==> src/rtl/anc_pkt_pkg.sv <==
package anc_pkt_pkg;
  localparam int ANC_W = 10;

  typedef enum logic [3:0] {
    ST_IDLE, ST_FLAG0, ST_FLAG1, ST_FLAG2, ST_ID, ST_SUB, ST_CNT, ST_PAY, ST_SUM
  } anc_state_e;

  function automatic logic [ANC_W-1:0] anc_protect(input logic [7:0] b);
    logic p;
    p = ^b;
    return {~p, p, b};
  endfunction
endpackage

==> src/rtl/anc_seq.sv <==
module anc_seq
  import anc_pkt_pkg::*;
#(
  parameter int MAX_IN = 255
) (
  input  logic       clk,
  input  logic       rst_n,
  input  logic       start,
  input  logic       fire,
  input  logic [7:0] cnt_in,
  output anc_state_e state,
  output logic       ovf,
  output logic       done
);
  localparam int MAX_PAY = MAX_IN - 2;
  localparam int CNT_W   = $clog2(MAX_IN + 1);

  logic [CNT_W-1:0] left;

  always_ff @(posedge clk or negedge rst_n) begin
    if (!rst_n) begin
      state <= ST_IDLE;
      left  <= '0;
      ovf   <= 1'b0;
      done  <= 1'b0;
    end else begin
      done <= 1'b0;
      unique case (state)
        ST_IDLE:  if (start) state <= ST_FLAG0;
        ST_FLAG0: if (fire) state <= ST_FLAG1;
        ST_FLAG1: if (fire) state <= ST_FLAG2;
        ST_FLAG2: if (fire) state <= ST_ID;
        ST_ID:    if (fire) state <= ST_SUB;
        ST_SUB:   if (fire) state <= ST_CNT;
        ST_CNT: if (fire) begin
          if (int'(cnt_in) > MAX_PAY) begin
            left <= CNT_W'(MAX_PAY);
            ovf  <= 1'b1;
          end else begin
            left <= CNT_W'(cnt_in);
          end
          state <= (cnt_in == 8'd0) ? ST_SUM : ST_PAY;
        end
        ST_PAY: if (fire) begin
          left <= left - CNT_W'(1);
          if (left == CNT_W'(1)) state <= ST_SUM;
        end
        ST_SUM: if (fire) begin
          state <= ST_IDLE;
          done  <= 1'b1;
        end
        default: state <= ST_IDLE;
      endcase
    end
  end
endmodule

==> src/rtl/anc_fmt.sv <==
module anc_fmt
  import anc_pkt_pkg::*;
#(
  parameter bit FILL_PROT = 1'b1
) (
  input  anc_state_e       state,
  input  logic [7:0]       cfg_id,
  input  logic [ANC_W-1:0] in_data,
  input  logic [8:0]       sum,
  output logic [ANC_W-1:0] word
);
  logic [ANC_W-1:0] hdr_w;

  generate
    if (FILL_PROT) begin : g_fill
      assign hdr_w = (in_data[9:8] == 2'b00) ? anc_protect(in_data[7:0]) : in_data;
    end else begin : g_pass
      assign hdr_w = in_data;
    end
  endgenerate

  always_comb begin
    unique case (state)
      ST_FLAG0:       word = '0;
      ST_FLAG1,
      ST_FLAG2:       word = '1;
      ST_ID:          word = anc_protect(cfg_id);
      ST_SUB, ST_CNT: word = hdr_w;
      ST_PAY:         word = in_data;
      ST_SUM:         word = {~sum[8], sum};
      default:        word = '0;
    endcase
  end
endmodule

==> src/rtl/anc_csum.sv <==
module anc_csum (
  input  logic       clk,
  input  logic       rst_n,
  input  logic       clr,
  input  logic       acc_en,
  input  logic [8:0] word_lo,
  output logic [8:0] sum
);
  always_ff @(posedge clk or negedge rst_n) begin
    if (!rst_n)      sum <= '0;
    else if (clr)    sum <= '0;
    else if (acc_en) sum <= sum + word_lo;
  end
endmodule

==> src/rtl/anc_pkt_fmt.sv <==
module anc_pkt_fmt
  import anc_pkt_pkg::*;
#(
  parameter int MAX_IN    = 255,
  parameter bit FILL_PROT = 1'b1
) (
  input  logic             clk,
  input  logic             rst_n,
  input  logic             start,
  input  logic [7:0]       cfg_id,
  input  logic [ANC_W-1:0] in_data,
  input  logic             in_valid,
  output logic             in_ready,
  output logic [ANC_W-1:0] out_word,
  output logic             out_valid,
  input  logic             out_ready,
  output logic             done,
  output logic             ovf
);
  anc_state_e state;
  logic       fire, user_ph, acc_en, clr;
  logic       ph_did, ph_cs;
  logic [8:0] sum;

  assign user_ph   = (state == ST_SUB) || (state == ST_CNT) || (state == ST_PAY);
  assign out_valid = (state != ST_IDLE) && (!user_ph || in_valid);
  assign in_ready  = user_ph && out_ready;
  assign fire      = out_valid && out_ready;
  assign acc_en    = fire && ((state == ST_ID) || user_ph);
  assign clr       = start && (state == ST_IDLE);
  assign ph_did    = (state == ST_ID);
  assign ph_cs     = (state == ST_SUM);

  anc_seq #(.MAX_IN(MAX_IN)) u_seq (
    .clk(clk), .rst_n(rst_n), .start(start), .fire(fire),
    .cnt_in(in_data[7:0]), .state(state), .ovf(ovf), .done(done)
  );

  anc_fmt #(.FILL_PROT(FILL_PROT)) u_fmt (
    .state(state), .cfg_id(cfg_id), .in_data(in_data), .sum(sum), .word(out_word)
  );

  anc_csum u_csum (
    .clk(clk), .rst_n(rst_n), .clr(clr), .acc_en(acc_en),
    .word_lo(out_word[8:0]), .sum(sum)
  );
endmodule

==> config.mk <==
export PLATFORM = sky130hd
export DESIGN_NAME = anc_pkt_fmt
export DESIGN_NICKNAME = d
export VERILOG_FILES = /design/src/rtl/anc_pkt_pkg.sv /design/src/rtl/anc_seq.sv /design/src/rtl/anc_fmt.sv /design/src/rtl/anc_csum.sv /design/src/rtl/anc_pkt_fmt.sv
export SDC_FILE = /design/constraint.sdc
export NUM_CORES = 1
export LEC_CHECK = 0
export ABC_AREA = 1
export BUFFER_PORTS_ARGS = -buffer_cell sky130_fd_sc_hd__buf_2
export CORE_ASPECT_RATIO = 0.7
export CORE_MARGIN = 2
export CORE_UTILIZATION = 62
export DETAILED_ROUTE_END_ITERATION = 7
export PLACE_DENSITY_LB_ADDON = 0.2
export SLEW_MARGIN = 10
export SYNTH_ARGS = -nofsm -noshare
export SYNTH_HDL_FRONTEND = slang
export SYNTH_SLANG_ARGS = --single-unit
==> constraint.sdc <==
create_clock -name clk -period 8.4 [get_ports clk]
set_clock_uncertainty 0.2 [all_clocks]
set_input_delay 0.84 -clock clk [delete_from_list [all_inputs] [get_ports clk]]
set_output_delay 0.84 -clock clk [all_outputs]
set_load 0.02 [all_outputs]
Word level (Yosys, flattened, before mapping) --
Cells that the tools add are included.
Operators by class: add/subtract/negate cells 2, order comparisons 1, eq/ne operators 19, mux-type cells 22, bitwise operators 3, reduce and logical (&&, ||, !) cells 23
Operator list (count):
- 10-bit case mux with 5 select lines | 1
- 4-bit 2-to-1 mux | 11
- 4-bit case mux with 9 select lines | 1
- 8-bit 2-to-1 mux | 3
- 9-bit 2-to-1 mux | 2
- 2-bit inequality test, second input constant | 9
- 4-bit by 3-bit equality test with 1-bit output, second input constant | 4
- 8-bit case mux with 2 select lines | 1
- 8-bit XOR reduction | 2
- 10-bit 2-to-1 mux | 1
- 10-bit AND reduction | 1
- 9-bit adder | 1
- 4-bit by 2-bit equality test with 1-bit output, second input constant | 2
- 8-bit by 1-bit equality test with 1-bit output, second input constant | 1
- 8-bit greater-than comparator, second input constant | 1
- 8-bit logical NOT | 1
- 8-bit by 1-bit subtractor with 8-bit output, second input constant | 1
- 3-bit AND reduction | 2
- 1-bit logical AND | 5
- 4-bit by 1-bit equality test with 1-bit output, second input constant | 1
- 4-bit equality test, second input constant | 1
- 4-bit logical NOT | 1
- 1-bit logical OR | 4
- 2-bit nonzero test | 2
- other kinds (7) | 11
Storage, ports and cells: bits in registers 23, input bits 23, word-level logic and storage cells 75

Longest topological paths before layout --
depth after elaboration 10, mapped depth 18, depth with buffers taken out 17

Hierarchy --
From an unflattened synthesis, not the netlist that was laid out.
Unflattened totals: cell total of the unflattened synthesis 416, area total of the unflattened synthesis 2474.9 µm²
Modules (own cells, without submodules):
- anc_seq | times used 1, cells each 153, area each 1018.5 µm², seq. area each 350.3 µm²
- anc_csum | times used 1, cells each 99, area each 740.7 µm², seq. area each 225.2 µm²
- anc_fmt | times used 1, cells each 144, area each 619.3 µm², seq. area each 0.0 µm²
- anc_pkt_fmt | times used 1, cells each 20, area each 96.3 µm², seq. area each 0.0 µm²

Worst setup path after synthesis --
No wires, ideal clock.
path type input port to flip-flop, from in cfg_id[0], to reg u_csum.sum[6], arrival time 2.628 ns, required time 8.082 ns, path slack 5.454 ns, stages 14, path buffers 0, cell sequence nand2_1 -> o2111ai_1 -> ha_1 -> fa_1 -> nand2_1 -> nand2_1 -> nand2_1 -> nand2_1 -> nand2_1 -> nand2_1 -> a21oi_1 -> xor2_1 -> nand3b_1 -> nand2_1
On the way: cells in the longest elaborated chain, start to end 4
RTL lines:
- from (decl) | line anc_pkt_fmt.sv:10 | input logic [7:0] cfg_id,
- 10-bit case mux with 5 select lines | line anc_fmt.sv:23 | unique case (state)
- via out_word[0] | line anc_pkt_fmt.sv:14 | output logic [ANC_W-1:0] out_word,
- 9-bit adder | line anc_csum.sv:12 | else if (acc_en) sum <= sum + word_lo;
- 9-bit 2-to-1 mux | line anc_csum.sv:12
- 9-bit 2-to-1 mux | line anc_csum.sv:11 | else if (clr) sum <= '0;
- to (signal assigned) | line anc_csum.sv:12
- to (decl) | line anc_csum.sv:7 | output logic [8:0] sum
The timed path passes the listed nets, and every way through them passes these cells. The select of a mux whose other input is x is not followed. A chain may end at the register's enable or synchronous reset.

Final worst setup path --
from reg u_seq.state[3], to out out_word[9]
On the way: cells in the longest elaborated chain, start to end 3, elaborated cells on any way between the ends 10
RTL lines:
- from (decl) | line anc_seq.sv:11 | output anc_state_e state,
- from (signal assigned) | line anc_seq.sv:42 | state <= (cnt_in == 8'd0) ? ST_SUM : ST_PAY;
- 4-bit by 3-bit equality test with 1-bit output or 4-bit by 2-bit equality test with 1-bit output (tied branches) | line anc_fmt.sv:23
- 2-bit OR reduction | line anc_fmt.sv:23
- 10-bit case mux with 5 select lines (*) | line anc_fmt.sv:23
- to (decl) | line anc_pkt_fmt.sv:14
Mark *: on every way between the ends. The rest lies on a longest branch, timed or not.

==> flow_summary.ini <==
[run_status]
outcome = completed

[placed_design]
gp_congestion = 0.995
port_buffers = 36
hpwl_um = 4630

[timing]
rsz0062_at_grt = false
setup_viol = 0
fin_hold_ws_ns = 0.300
tightest_slew_ns = 0.706
finalHoldViolCount = 0
fin_tns_setup_ns = 0
max_slew_margin_pct = 52.8
fmax_ghz = 0.305
fin_crit_sh_pct = 39.0
finalMaxSlewViolations = 0
fin_crit_ns = 3.28

[global_routing]
grt_pass1_vias = 2075
antenna_found_initial = 0
use_met1_pct = 46.4
globalRouteOverflowTotal = 0
met2_usage_pct = 47.5
use_met3_pct = 4.46
grt_first_pass_wirelength_um = 9900
grt-busiest-layer = met2
grt_max_degree = 24
track_usage_pct = 30.6

[yosys]
postSynthAreaPerCell_um2 = 6.60
netlist_top_cells_count = nand2_1, inv_1, nor2_1, dfrtp_1, ha_1
synth_nets = 388
ys.warnings.count = 0
synth.most_common_cell = nand2_1
synthCells = 346
yosys.area.top_type_share_pct = 25.2
ys_types = 38
synth_seq_cells = 23
dominantRegCellSynth = dfrtp_1
synth-edff-count = 0
synth_largest_area_cell = dfrtp_1
synth-async-reset-ratio_pct = 100
synth_seq_area_share_pct = 25.2
synth.area.top_cells = dfrtp_1, nand2_1, ha_1
synth_area_um2 = 2280

[drt]
first_pass_iters = 5
drc = 0
viasPerCell = 5.50
dr_total_vias = 2381
drt-total-wl_um = 5860
drtIter0Drc = 294
postRouteAntennaNets = 0
wl_per_cell_um = 13.5

[finish]
synthToLayoutAreaGrowth_pct = 11.8
drive_gt1_share_pct = 15.9
n_antenna_cell = 0
fin_util_pct = 72.2
n_fill_cell = 299
nets = 426

[worst_setup_path]
worstPathRequired_ns = 7.36
startpoint_type = register
worstSetupPathType = reg2out
arrival_ns = 2.24
cp-end-kind = output pin
crit_fanout = 12

[clocking]
cts-root-buf = clkbuf_8
cts_hold_buf = 0
cts_post_setup_buffers_inserted = 0
clkLatencyLatePin_ns = 0.27
htreeDepth = 1
tritoncts = yes
clock_sinks = 23
cts.clk_slew.worst_paths_ns = 0.08
cts_buffers = 3
cts.repair.resized = 0
clock_path_buffers = 2

[floorplan]
die_y_um = 54.8
start_util_pct = 64.6
io_pins = 37
num_rows = 18
core_area_um2 = 3540
dieArea_um2 = 4190
die_w_um = 76.6

[hold_path]
hp-class = reg2reg

[power]
p_leak_nw = 1.45
worst_ir_drop_vdd_uv = 263
pwr_density_cell_nw_per_um2 = 398
total_power_mw = 1.02

[job]
cap_violations = 0
==> layer usage <==
| metal | part of all wire (%) | wire length [um] | vias up |
|---|---|---|---|
| met2 | 41 | 2390 | 98 |
| met4 | 0.48 | 28 | 0 |
| met1 | 50 | 2920 | 1078 |
| met3 | 8.8 | 516 | 4 |
| li1 | - | - | 1201 |
| met5 | 0 | 0 | - |
==> critical path: stages, from the launching register on <==
cell and delay [ns]:
dfrtp_1 0.37, inv_1 0.08, nand2_2 0.17, inv_1 0.11, nand2_1 0.32, inv_1 0.25, a221oi_1 0.35, nand3_1 0.14
buf_2 0.18
==> area by class of cell <==
type / instances / area (um2) / share of cell area (%)
flip-flops and latches: 23 / 576 / 22.5
clock buffers: 4 / 45.0 / 1.76
multi-input cells: 258 / 1460 / 57.1
repair buffers: 36 / 180 / 7.06
inverters: 62 / 233 / 9.11
well taps: 50 / 62.6 / 2.45
==> cell usage in the layout, fill, tap and decap left out, types with 2 or more instances in the layout <==
cell type,instances
o21ai_1,9
nand3b_1,2
xnor2_1,3
xor2_1,5
nand4_1,6
nor2_4,2
nand2_4,2
nand3_1,14
ha_1,18
nand2_2,3
dfrtp_1,23
nor2_1,29
buf_2,36
nand2_1,102
nor3_1,6
inv_1,54
clkbuf_8,3
o211ai_1,2
o21ai_0,14
o2111ai_1,8
a21oi_1,12
o22ai_1,6
inv_2,8
==> per-stage QoR <==
step / setup slack, ns / cell area (um2) / cells
3_5_place_dp: 5.25 / 2510 / 429
2_1_floorplan: 5.45 / 2280 / 346
3_3_place_gp: 5.27 / 2510 / 429
4_1_cts: 5.19 / 2550 / 433
6_report: 5.12 / 2550 / 433
5_1_grt: 4.94 / 2550 / 433
==> report_power, final <==
group	total (mW)	leakage, nW	switching [mW]	internal (mW)
clock network	0.0724	0.0228	0.0384	0.0340
registers	0.202	0.288	0.0412	0.161
logic	0.741	1.14	0.482	0.259
total	1.02	1.45	0.561	0.454
==> worst paths after layout <==
path	slack (ns)	to	cells past startpoint	start
max	5.12	out_word[9]	8	u_seq.state[3]
min	0.30	u_seq.ovf	1	u_seq.ovf
max reg2reg	5.27	u_csum.sum[6]	16	u_seq.state[1]
min reg2reg	0.30	u_seq.ovf	1	u_seq.ovf
max in group asynchronous	7.26	u_csum.sum[5]	1	rst_n
min in group asynchronous	0.35	u_csum.sum[1]	1	rst_n
==> sequential cells by signal, summed over array words and instances (netlist names) <==
signal / flops
u_csum.sum: 9
u_seq.state: 4
u_seq.ovf: 1
u_seq.left: 8
u_seq.done: 1
==> logic make-up after synthesis <==
logic type / Yosys count / share of synthesized area [%]
and+or+nand+nor: 171 / 33.3
DFF: 23 / 25.2
adders and majority gates: 19 / 10.7
xor gates and xnor gates: 8 / 3.07
buffers and inverters: 65 / 11.0
AOI/OAI and AO/OA: 60 / 16.7
(Power assumes the default switching activity.)
